[config.mk]
export PLATFORM = sky130hd
export DESIGN_NAME = spi_wcol_ctl
export DESIGN_NICKNAME = d
export VERILOG_FILES = /design/src/rtl/spi_wcol_ctl.sv
export SDC_FILE = /design/constraint.sdc
export NUM_CORES = 1
export LEC_CHECK = 0
export BUFFER_PORTS_ARGS = -buffer_cell sky130_fd_sc_hd__buf_2
export CAP_MARGIN = 10
export CORE_UTILIZATION = 30
export DETAILED_ROUTE_END_ITERATION = 12
export GPL_TIMING_DRIVEN = 0
export PLACE_DENSITY_LB_ADDON = 0.25
export SLEW_MARGIN = 20
export SYNTH_ARGS = -nofsm -noshare
export SYNTH_HDL_FRONTEND = slang
export SYNTH_SLANG_ARGS = --single-unit
[constraint.sdc]
create_clock -name clk -period 3.3 [get_ports clk]
set_clock_uncertainty 0.15 [all_clocks]
set_input_delay 0.165 -clock clk [delete_from_list [all_inputs] [get_ports clk]]
set_output_delay 0.165 -clock clk [all_outputs]
set_load 0.005 [all_outputs]
[src/rtl/spi_wcol_ctl.sv]
module spi_wcol_ctl #(
  parameter int DIV = 4
) (
  input  logic       clk,
  input  logic       rst_n,
  input  logic       bus_sel,
  input  logic       bus_we,
  input  logic [1:0] bus_addr,
  input  logic [7:0] bus_wdata,
  output logic [7:0] bus_rdata,
  output logic       irq,
  output logic       sck_o,
  output logic       mosi_o,
  input  logic       miso_i,
  input  logic       sck_i,
  input  logic       mosi_i,
  input  logic       ss_n_i,
  output logic       miso_o
);
  localparam int HW = $clog2(DIV) + 1;

  logic       is_master, ph;
  logic       spif, wcol, armed;
  logic [7:0] sh, rxbuf;
  logic       obit;
  logic [2:0] bitcnt;
  logic       m_busy, s_busy;
  logic [3:0] ecnt;
  logic [HW-1:0] hc;
  logic [2:0] sck_q, ss_q;
  logic [1:0] mosi_q;

  wire ss_s   = ss_q[1];
  wire ss_fall = ~ss_q[1] & ss_q[2];
  wire s_rise = sck_q[1] & ~sck_q[2];
  wire s_fall = ~sck_q[1] & sck_q[2];
  wire tick   = m_busy && hc == '0;
  wire lead   = is_master ? (tick & ~sck_o) : (~ss_s & s_rise);
  wire trail  = is_master ? (tick & sck_o) : (~ss_s & s_fall);
  wire sample = ph ? trail : lead;
  wire launch = ph ? lead : trail;
  wire din    = is_master ? miso_i : mosi_q[1];
  wire done   = sample && bitcnt == 3'd7;
  wire active = is_master ? m_busy : (ph ? s_busy : ~ss_s);
  wire dwr    = bus_sel & bus_we & (bus_addr == 2'd2);
  wire drd    = bus_sel & ~bus_we & (bus_addr == 2'd2);
  wire srd    = bus_sel & ~bus_we & (bus_addr == 2'd1);
  wire coll   = dwr & active;
  wire load   = dwr & ~active;

  always_comb begin
    case (bus_addr)
      2'd0:    bus_rdata = {6'b0, ph, is_master};
      2'd1:    bus_rdata = {spif, wcol, 6'b0};
      2'd2:    bus_rdata = rxbuf;
      default: bus_rdata = 8'h00;
    endcase
  end

  assign irq    = spif;
  assign mosi_o = obit;
  assign miso_o = (~is_master & ~ss_s) ? obit : 1'b0;

  always_ff @(posedge clk or negedge rst_n) begin
    if (!rst_n) begin
      sck_q  <= '0;
      ss_q   <= '1;
      mosi_q <= '0;
    end else begin
      sck_q  <= {sck_q[1:0], sck_i};
      ss_q   <= {ss_q[1:0], ss_n_i};
      mosi_q <= {mosi_q[0], mosi_i};
    end
  end

  always_ff @(posedge clk or negedge rst_n) begin
    if (!rst_n) begin
      is_master <= 1'b0;
      ph        <= 1'b0;
    end else if (bus_sel && bus_we && bus_addr == 2'd0) begin
      is_master <= bus_wdata[0];
      ph        <= bus_wdata[1];
    end
  end

  always_ff @(posedge clk or negedge rst_n) begin
    if (!rst_n) begin
      m_busy <= 1'b0;
      hc     <= '0;
      ecnt   <= '0;
      sck_o  <= 1'b0;
    end else if (load && is_master) begin
      m_busy <= 1'b1;
      hc     <= HW'(DIV - 1);
      ecnt   <= '0;
      sck_o  <= 1'b0;
    end else if (m_busy) begin
      if (tick) begin
        hc    <= HW'(DIV - 1);
        sck_o <= ~sck_o;
        ecnt  <= ecnt + 4'd1;
        if (ecnt == 4'd15) m_busy <= 1'b0;
      end else begin
        hc <= hc - 1'b1;
      end
    end
  end

  always_ff @(posedge clk or negedge rst_n) begin
    if (!rst_n) begin
      sh     <= '0;
      obit   <= 1'b0;
      bitcnt <= '0;
      s_busy <= 1'b0;
      rxbuf  <= '0;
    end else begin
      if (load) begin
        sh <= bus_wdata;
        if (!ph) obit <= bus_wdata[7];
        if (is_master) bitcnt <= '0;
      end else begin
        if (sample) begin
          sh     <= {sh[6:0], din};
          bitcnt <= bitcnt + 3'd1;
        end
        if (launch) obit <= sh[7];
        else if (!is_master && ph && ss_fall) obit <= 1'b0;
      end
      if (done) rxbuf <= {sh[6:0], din};
      if (!is_master && ss_s) begin
        bitcnt <= '0;
        s_busy <= 1'b0;
      end else if (!is_master && lead) s_busy <= 1'b1;
      else if (done) s_busy <= 1'b0;
    end
  end

  always_ff @(posedge clk or negedge rst_n) begin
    if (!rst_n) begin
      spif  <= 1'b0;
      wcol  <= 1'b0;
      armed <= 1'b0;
    end else begin
      if (bus_sel) armed <= srd & (spif | wcol);
      if (done) spif <= 1'b1;
      else if (drd && armed) spif <= 1'b0;
      if (coll) wcol <= 1'b1;
      else if (drd && armed) wcol <= 1'b0;
    end
  end

  a_r2_coll_sets_wcol: assert property (@(posedge clk) disable iff (!rst_n)
    coll |=> wcol);
  a_r3_done_sets_spif: assert property (@(posedge clk) disable iff (!rst_n)
    done |=> spif);
  a_r3_rx_only_on_done: assert property (@(posedge clk) disable iff (!rst_n)
    !done |=> $stable(rxbuf));
  a_r6_ss_alone_quiet: assert property (@(posedge clk) disable iff (!rst_n)
    (!is_master && ph && ss_fall && !launch) |=> !miso_o);
  a_r4_wcol_no_irq: assert property (@(posedge clk) disable iff (!rst_n)
    ($rose(wcol) && !$past(done)) |-> $stable(irq));
  a_r8_write_keeps_wcol: assert property (@(posedge clk) disable iff (!rst_n)
    (wcol && bus_sel && bus_we) |=> wcol);
endmodule

**Word level (Yosys, flattened, before mapping)**

Index checks and enable logic that the tools add are counted.

- Add/subtract/negate cells: 3
- Eq/ne operators: 6
- Mux-type cells: 38
- Bitwise gates (word level): 24
- Reduce and logical (&&, ||, !) cells: 24

Operators by type and width:

| operator | number |
|---|---|
| $mux 1 | 25 |
| $pmux 8 s3 | 1 |
| $mux 3 | 7 |
| $and 1x1->1 | 16 |
| $mux 8 | 2 |
| $mux 4 | 3 |
| $logic_and 1x1->1 | 10 |
| $reduce_bool 2->1 | 5 |
| $reduce_bool 3->1 | 3 |
| $not 1->1 | 7 |
| $reduce_and 2->1 | 3 |
| $add 4x1->4 const B | 1 |
| $eq 4x4->1 const B | 1 |
| $add 3x1->3 const B | 1 |
| $eq 3x3->1 const B | 1 |
| $logic_not 3->1 | 1 |
| $ne 3x2->1 const B | 1 |
| $sub 3x1->3 const B | 1 |
| $eq 2x1->1 const B | 1 |
| $eq 2x2->1 const B | 1 |
| $logic_not 2->1 | 1 |
| $ne 2x2->1 const B | 1 |
| $logic_not 1->1 | 1 |
| $or 1x1->1 | 1 |

- Register bits: 43
- Input bits: 18
- Output and inout bits: 12
- Logic and storage cells: 112

**Logic depth before layout (Yosys ltp)**

Gate-level depths: netlist (run 1).

- Word-level depth: 9
- Mapped depth: 9
- Gate-level depth less buffers: 8

**Least setup slack after synthesis (run 1)**

Ideal clock, no wire load.

- Path type: flip-flop to flip-flop
- Start: register hc[0]
- End: register rxbuf[0]
- Library setup time: 0.125 ns
- Arrival time: 2.015 ns
- Required time: 3.025 ns
- Slack: 1.010 ns
- Cell stages (with the launch flop): 10
- Path buffers: 1
- Clock period less this slack: 2.290 ns
- Cells stage by stage: dfrtp_1 inv_1 ha_1 ha_1 and2_4 buf_8 a32oi_4 mux2i_4 nand2_8 mux2_4

- Longest elaborated chain between the ends: 6
- Elaborated cells between the ends (all ways): 8
- Those cells by class: mux: 3; bitwise: 2; reduce/logical: 3

Ends and longest elaborated chain:

| element | RTL line | RTL |
|---|---|---|
| start, declared | 29 | `logic [HW-1:0] hc;` |
| start signal, assigned | 94 | `hc <= HW'(DIV - 1);` |
| start signal, assigned | 99 | `hc <= HW'(DIV - 1);` |
| start signal, assigned | 104 | `hc <= hc - 1'b1;` |
| $logic_not 3->1 * | 37 | `wire tick = m_busy && hc == '0;` |
| $logic_and 1x1->1 * | 37 |  |
| $and 1x1->1, on equally long branches | 38, 39 |  |
| $mux 1, on equally long branches | 38, 39 |  |
| $mux 1 * | 40 | `wire sample = ph ? trail : lead;` |
| $logic_and 1x1->1 * | 43 | `wire done = sample && bitcnt == 3'd7;` |
| end signal, assigned | 129 | `if (done) rxbuf <= {sh[6:0], din};` |
| end, declared | 24 | `logic [7:0] sh, rxbuf;` |

Every way passes the cells marked *; elsewhere a longest branch is shown, timed or not.
A chain may end at the register's enable or synchronous reset.

**Final worst setup path (run 1)**

- Start: register hc[0]
- End: register rxbuf[3]

Same word-level chain as after synthesis.

==> results of run 1 <==
## layout make-up
| class | count | area, um^2 | area share |
|---|---|---|---|
| tap | 96 | 120 | 0.0459 |
| inverter | 4 | 15.0 | 0.00573 |
| sequential | 43 | 1080 | 0.412 |
| clock buffer | 7 | 76.3 | 0.0291 |
| clock inverter | 1 | 30.0 | 0.0115 |
| timing repair buffer | 41 | 265 | 0.101 |
| multi-input combinational | 126 | 977 | 0.373 |
| buffer | 7 | 55.1 | 0.0210 |
## worst max-delay path, cell delays in order, from the launching register on
cell and delay [ns]:
dfrtp_1 0.40, inv_1 0.06, ha_1 0.14, ha_1 0.27, and2_4 0.19, buf_8 0.12, a32oi_4 0.13, mux2i_4 0.50
nand2_8 0.18, mux2_4 0.33
## power by group through the flow
stage	registers [uW]	clock network [uW]	logic, uW
after global routing	800	428	500
after global placement	785	0	424
after floorplan	758	0	331
final	777	400	438
after detailed placement	788	0	432
after CTS	778	411	444
## Yosys cell counts (all sizes together) (3+ instances only)
master | n | share of area
mux2 | 13 | 0.083
dfstp | 3 | 0.037
dfrtp | 40 | 0.47
nor2b | 9 | 0.026
a22o | 5 | 0.021
buf | 5 | 0.022
nand3 | 4 | 0.0094
and2 | 6 | 0.019
mux2i | 13 | 0.067
nand2 | 17 | 0.038
o21ai | 11 | 0.026
nor2 | 14 | 0.027
ha | 5 | 0.029
inv | 4 | 0.0071
## final timing paths
kind	endpoint	slack, ns	start	depth (start not counted)
max	rxbuf[3]	0.72	hc[0]	9
max reg2reg	rxbuf[3]	0.72	hc[0]	9
max in group asynchronous	hc[1]	1.98	rst_n	2
min	wcol	0.01	bus_we	3
min in group asynchronous	rxbuf[4]	0.41	rst_n	2
min reg2reg	sck_q[1]	0.21	sck_q[0]	0
## cell families after synthesis
logic type      after synthesis  synth area share
compound gates               32             0.116
xor+xnor                      4            0.0165
fa+ha+maj                     5            0.0294
buf+inv                      11            0.0329
flops                        43             0.508
mux                          26             0.150
simple gates                 59             0.148
## registers in the layout, indices dropped and copies added, names as in the netlist, 2 cells and up
signal / count
ecnt: 4
hc: 3
bitcnt: 3
ss_q: 3
sh: 8
rxbuf: 8
mosi_q: 2
sck_q: 3
## layer usage
layer | vias up | GRT usage | share of wire
li1 | 731 | - | -
met3 | 4 | 0.0295 | 0.035
met2 | 24 | 0.167 | 0.42
met1 | 715 | 0.182 | 0.53
met5 | - | 0 | 0
met4 | 0 | 0.0409 | 0.012
## through the flow
stage / hold WS, ns / power (uW) / utilization / setup slack, ns / cell area (um^2)
global placement: 0.121 / 1210 / 0.350 / 0.715 / 2390
CTS: 0.0105 / 1630 / 0.383 / 0.688 / 2620
floorplan: -0.281 / 1090 / - / 1.01 / 2130
global route: 0.0485 / 1730 / 0.383 / 0.579 / 2620
finish: 0.0143 / 1620 / 0.383 / 0.717 / 2620
detailed placement: 0.121 / 1220 / 0.350 / 0.704 / 2390
## repair_timing
| action | 4_1_cts | 5_1_grt |
|---|---|---|
| endpoints found under the hold margin | 53 | 0 |
| hold buffers | 12 | 0 |
| gates resized for setup | 0 | 0 |
==> impl_metrics.toml, run 1 <==
[route]
wirelength_um = 4140
drtIter0Drc = 54
vias = 1474
vias_per_cell = 4.54
ant_nets = 0
drc = 0
firstDrtPassIters = 4
wire_per_inst_um = 12.7

[global_route]
track_usage = 0.121
grt_start_max_net_pins = 44
grt_remaining_overflow = 0
antenna_found_initial = 0
grt_pass1_vias = 1385
grt_pass1_wl_um = 6880

[pwr]
vdd_drop_max_uv = 297
seqPwrFrac = 0.481
clockPowerShare = 0.247
p_per_area_mw_per_mm2 = 617
intPower_uw = 1110
switching_share = 0.311
total_leakage_power_uw = 0.00119
p_switching_uw = 502
p_comb_frac = 0.271

[sta]
relSlewSlack = 0.360
fmax_mhz = 387
finalSetupTns_ns = 0
drv_slew = 0
period_share = 0.783
rsz0062_at_grt = "false"
layout_min_cycle_time_ns = 2.58
tightest_slew_ns = 0.961
finalSetupViolCount = 0
finalHoldViolCount = 0

[finish]
diodes = 0
layout_common_cells = "dfrtp_1, buf_2, nand2_1"
fin_cells = 325
syn_to_final_growth_pct = 23.1
fin_nets = 251
fill_cells = 700
drive_gt1_frac = 0.284
mostFrequentLayoutCell = "dfrtp_1"

[die]
fp.dieArea_mm2 = 0.00743
core.rowCount = 30
start_util = 0.311
die_h_um = 86.2
core_mm2 = 0.00683
ios = 30
die_w_um = 86.2

[setup_path]
arrival_ns = 2.61
critPathLaunchType = "register"
crit_fanout = 10
required_ns = 3.33
crit_path_end_kind = "register"
critPathKind = "reg -> reg"

[worst_hold_path]
holdCritPathClass = "in -> reg"

[synthesis]
netlist_area_mm2 = 0.00213
synth_edf_count = 0
synth_nets = 203
synthDistinctLibCells = 46
avgSynthCellArea_um2 = 11.8
synthArstFlopShare = 1.00
ys_seq_elements = 43
synth_seq_area_share = 0.508
synth_cells = 180
yosysWarnings = 0
synth_ff_type = "dfrtp_1"

[clocking]
cts.reportedPaths.clkPinSlew_ns = 0.08
clk_latency_ns = 0.29
tritoncts = "done"
cts_setup_buffers = 0
cts_sinks = 43
cts_made_buffers = 5
ctsHtreeMaxLevel = 2
cts-root-buf = "clkbuf_8"
ctsLongestPathBuffers = 2

[outcome]
status = "completed"

[placement]
numPortBuffers = 29
hpwl_um = 2820
place_congestion = 0.719
dp.cells = 305

[job]
cap_violations = 0
(Power assumes the default switching activity.)
==> run 2: changes to the inputs <==
==> constraint.sdc (replaced) <==
create_clock -name clk -period 2.2 [get_ports clk]
set_clock_uncertainty 0.15 [all_clocks]
set_input_delay 0.11 -clock clk [delete_from_list [all_inputs] [get_ports clk]]
set_output_delay 0.11 -clock clk [all_outputs]
set_load 0.005 [all_outputs]
==> run 2 against run 1 <==
Combinational power rose by 70%. Core utilization rose by 2.1 points. Via count rose by 1.8%. Critical path depth rose by 1. Clock power rose by 27%. Sequential share of layout area fell by 2.2 points. Die area did not move. Critical path type unchanged.
==> impl_metrics.toml, run 2 (synthesized netlist as in run 1, its figures left out) <==
[outcome]
status = "completed"

[global_route]
antenna_found_initial = 0
grt_pass1_wl_um = 7080
track_usage = 0.124
grt_pass1_vias = 1419
grt_start_max_net_pins = 44
grt_remaining_overflow = 0

[finish]
largestRegisters = "rxbuf x8, sh x8, ecnt x4"
fin_area_mm2 = 0.00277
drive_gt1_frac = 0.346
syn_to_final_growth_pct = 30.0
mostFrequentLayoutCell = "dfrtp_1"
fin_cells = 336
final_core_util = 0.405
layout_common_cells = "dfrtp_1, buf_2, nand2_1, dlygate4sd3_1, nor2_1"
diodes = 0
fin_nets = 262

[setup_path]
critPathLaunchType = "register"
cp_slowest_cell = "dfrtp_1"
critPathKind = "reg -> reg"
arrival_ns = 2.17
required_ns = 2.24
crit_fanout = 5
cp_slowest_stage_delay_ns = 0.38
crit_family = "multiplexers"
crit_chain = "inv_1 -> ha_2 -> ha_4 -> and2_4 -> a32oi_4 -> mux2i_4 -> buf_6 -> nand2_8 -> buf_12 -> mux2_4"
path_buf_inv = 3
timing.rr.end = "rxbuf[3]"
r2r_slack_ns = 0.07
reg2reg_depth = 10
rr_startpoint = "hc[0]"
crit_path_end_kind = "register"

[worst_hold_path]
holdCritPathClass = "in -> reg"
hold_start = "miso_i"
whs_endpoint = "rxbuf[0]"
holdPathStages = 3

[clocking]
ctsHtreeMaxLevel = 2
tritoncts = "done"
ctsLongestPathBuffers = 2
cts.reportedPaths.clkPinSlew_ns = 0.09
cts-root-buf = "clkbuf_8"
cts_made_buffers = 5
cts_sinks = 43
clk_latency_ns = 0.30

[pwr]
vdd_drop_max_uv = 368
p_per_area_mw_per_mm2 = 873
total_leakage_power_uw = 0.00125

[route]
vias = 1500
vias_per_cell = 4.46
ant_nets = 0
drc = 0
drtIter0Drc = 117
firstDrtPassIters = 4
wirelength_um = 4210
wire_per_inst_um = 12.5

[sta]
fmax_mhz = 470
finalHoldViolCount = 0
tightest_slew_ns = 0.545
finalSetupViolCount = 0
relSlewSlack = 0.635
period_share = 0.967
drv_slew = 0
rsz0062_at_grt = "true"
hold_slack_ns = 0.0780
layout_min_cycle_time_ns = 2.13

[die]
die_w_um = 86.2
die_h_um = 86.2
fp.dieArea_mm2 = 0.00743
core_mm2 = 0.00683
start_util = 0.311
ios = 30
core.rowCount = 30

[job]
cap_violations = 0

[placement]
dp.cells = 305
place_congestion = 0.707
numPortBuffers = 29
place_area_mm2 = 0.00241
hpwl_um = 2920
-- run 2: cell count changes in the layout (fill, tap and decap cells not counted), moves of 2 or more --
cell,delta
dlygate4sd3_1,+2
clkbuf_1,-2
ha_1,-2
buf_4,+5
buf_6,+5
clkinvlp_4,+2
-- run 2: worst max path at each step --
stage / from / to / slack (ns) / depth (start not counted)
floorplan: hc[0] / rxbuf[0] / -0.04 / 9
global placement: hc[0] / rxbuf[0] / -0.26 / 9
detailed placement: hc[0] / rxbuf[3] / -0.27 / 9
CTS: hc[0] / sh[7] / 0.008 / 10
global route: hc[0] / rxbuf[0] / -0.03 / 10
finish: hc[0] / rxbuf[3] / 0.07 / 10
-- run 2: timing repair --
action | 4_1_cts | 5_1_grt
gates resized for setup | 8 | 5
endpoints found under the setup margin | 21 | 19
endpoints found under the hold margin | 56 | 0
gates cloned | 0 | 0
hold buffers | 14 | 0
pin swaps | 3 | 1
setup buffers | 8 | 2
-- run 2: stage by stage --
stage	setup WS [ns]	setup TNS [ns]	total power, uW
global placement	-0.265	-2.98	1840
detailed placement	-0.271	-3.08	1860
floorplan	-0.0446	-0.357	1650
global route	-0.0260	-0.127	2580
finish	0.0723	0	2410
CTS	0.00845	0	2410
-- run 2: power by group --
part	switching (uW)	internal, uW
Clock	286	221
Combinational	354	389
Sequential	172	993
-- run 2: routing by layer --
metal  GRT usage  vias to the layer above  part of all wire
met5           0                        -                 0
met4      0.0530                        0             0.013
met3      0.0305                        5             0.035
met2       0.171                       27              0.42
met1       0.185                      712              0.53
li1            -                      756                 -
-- run 2: final cells by class --
cell class / instances / area, um^2
fill: 697 / 4070
sequential: 43 / 1080
multi-input combinational: 126 / 1030
timing repair buffer: 53 / 394
tap: 96 / 120
clock buffer: 5 / 68.8
buffer: 6 / 40.0
clock inverter: 3 / 20.0
inverter: 4 / 15.0
-- run 2: worst register-to-register path, stage by stage (launching register included) --
cell	delay [ns]
dfrtp_1	0.38
inv_1	0.06
ha_2	0.18
ha_4	0.15
and2_4	0.16
a32oi_4	0.11
mux2i_4	0.19
buf_6	0.14
nand2_8	0.05
buf_12	0.14
mux2_4	0.29
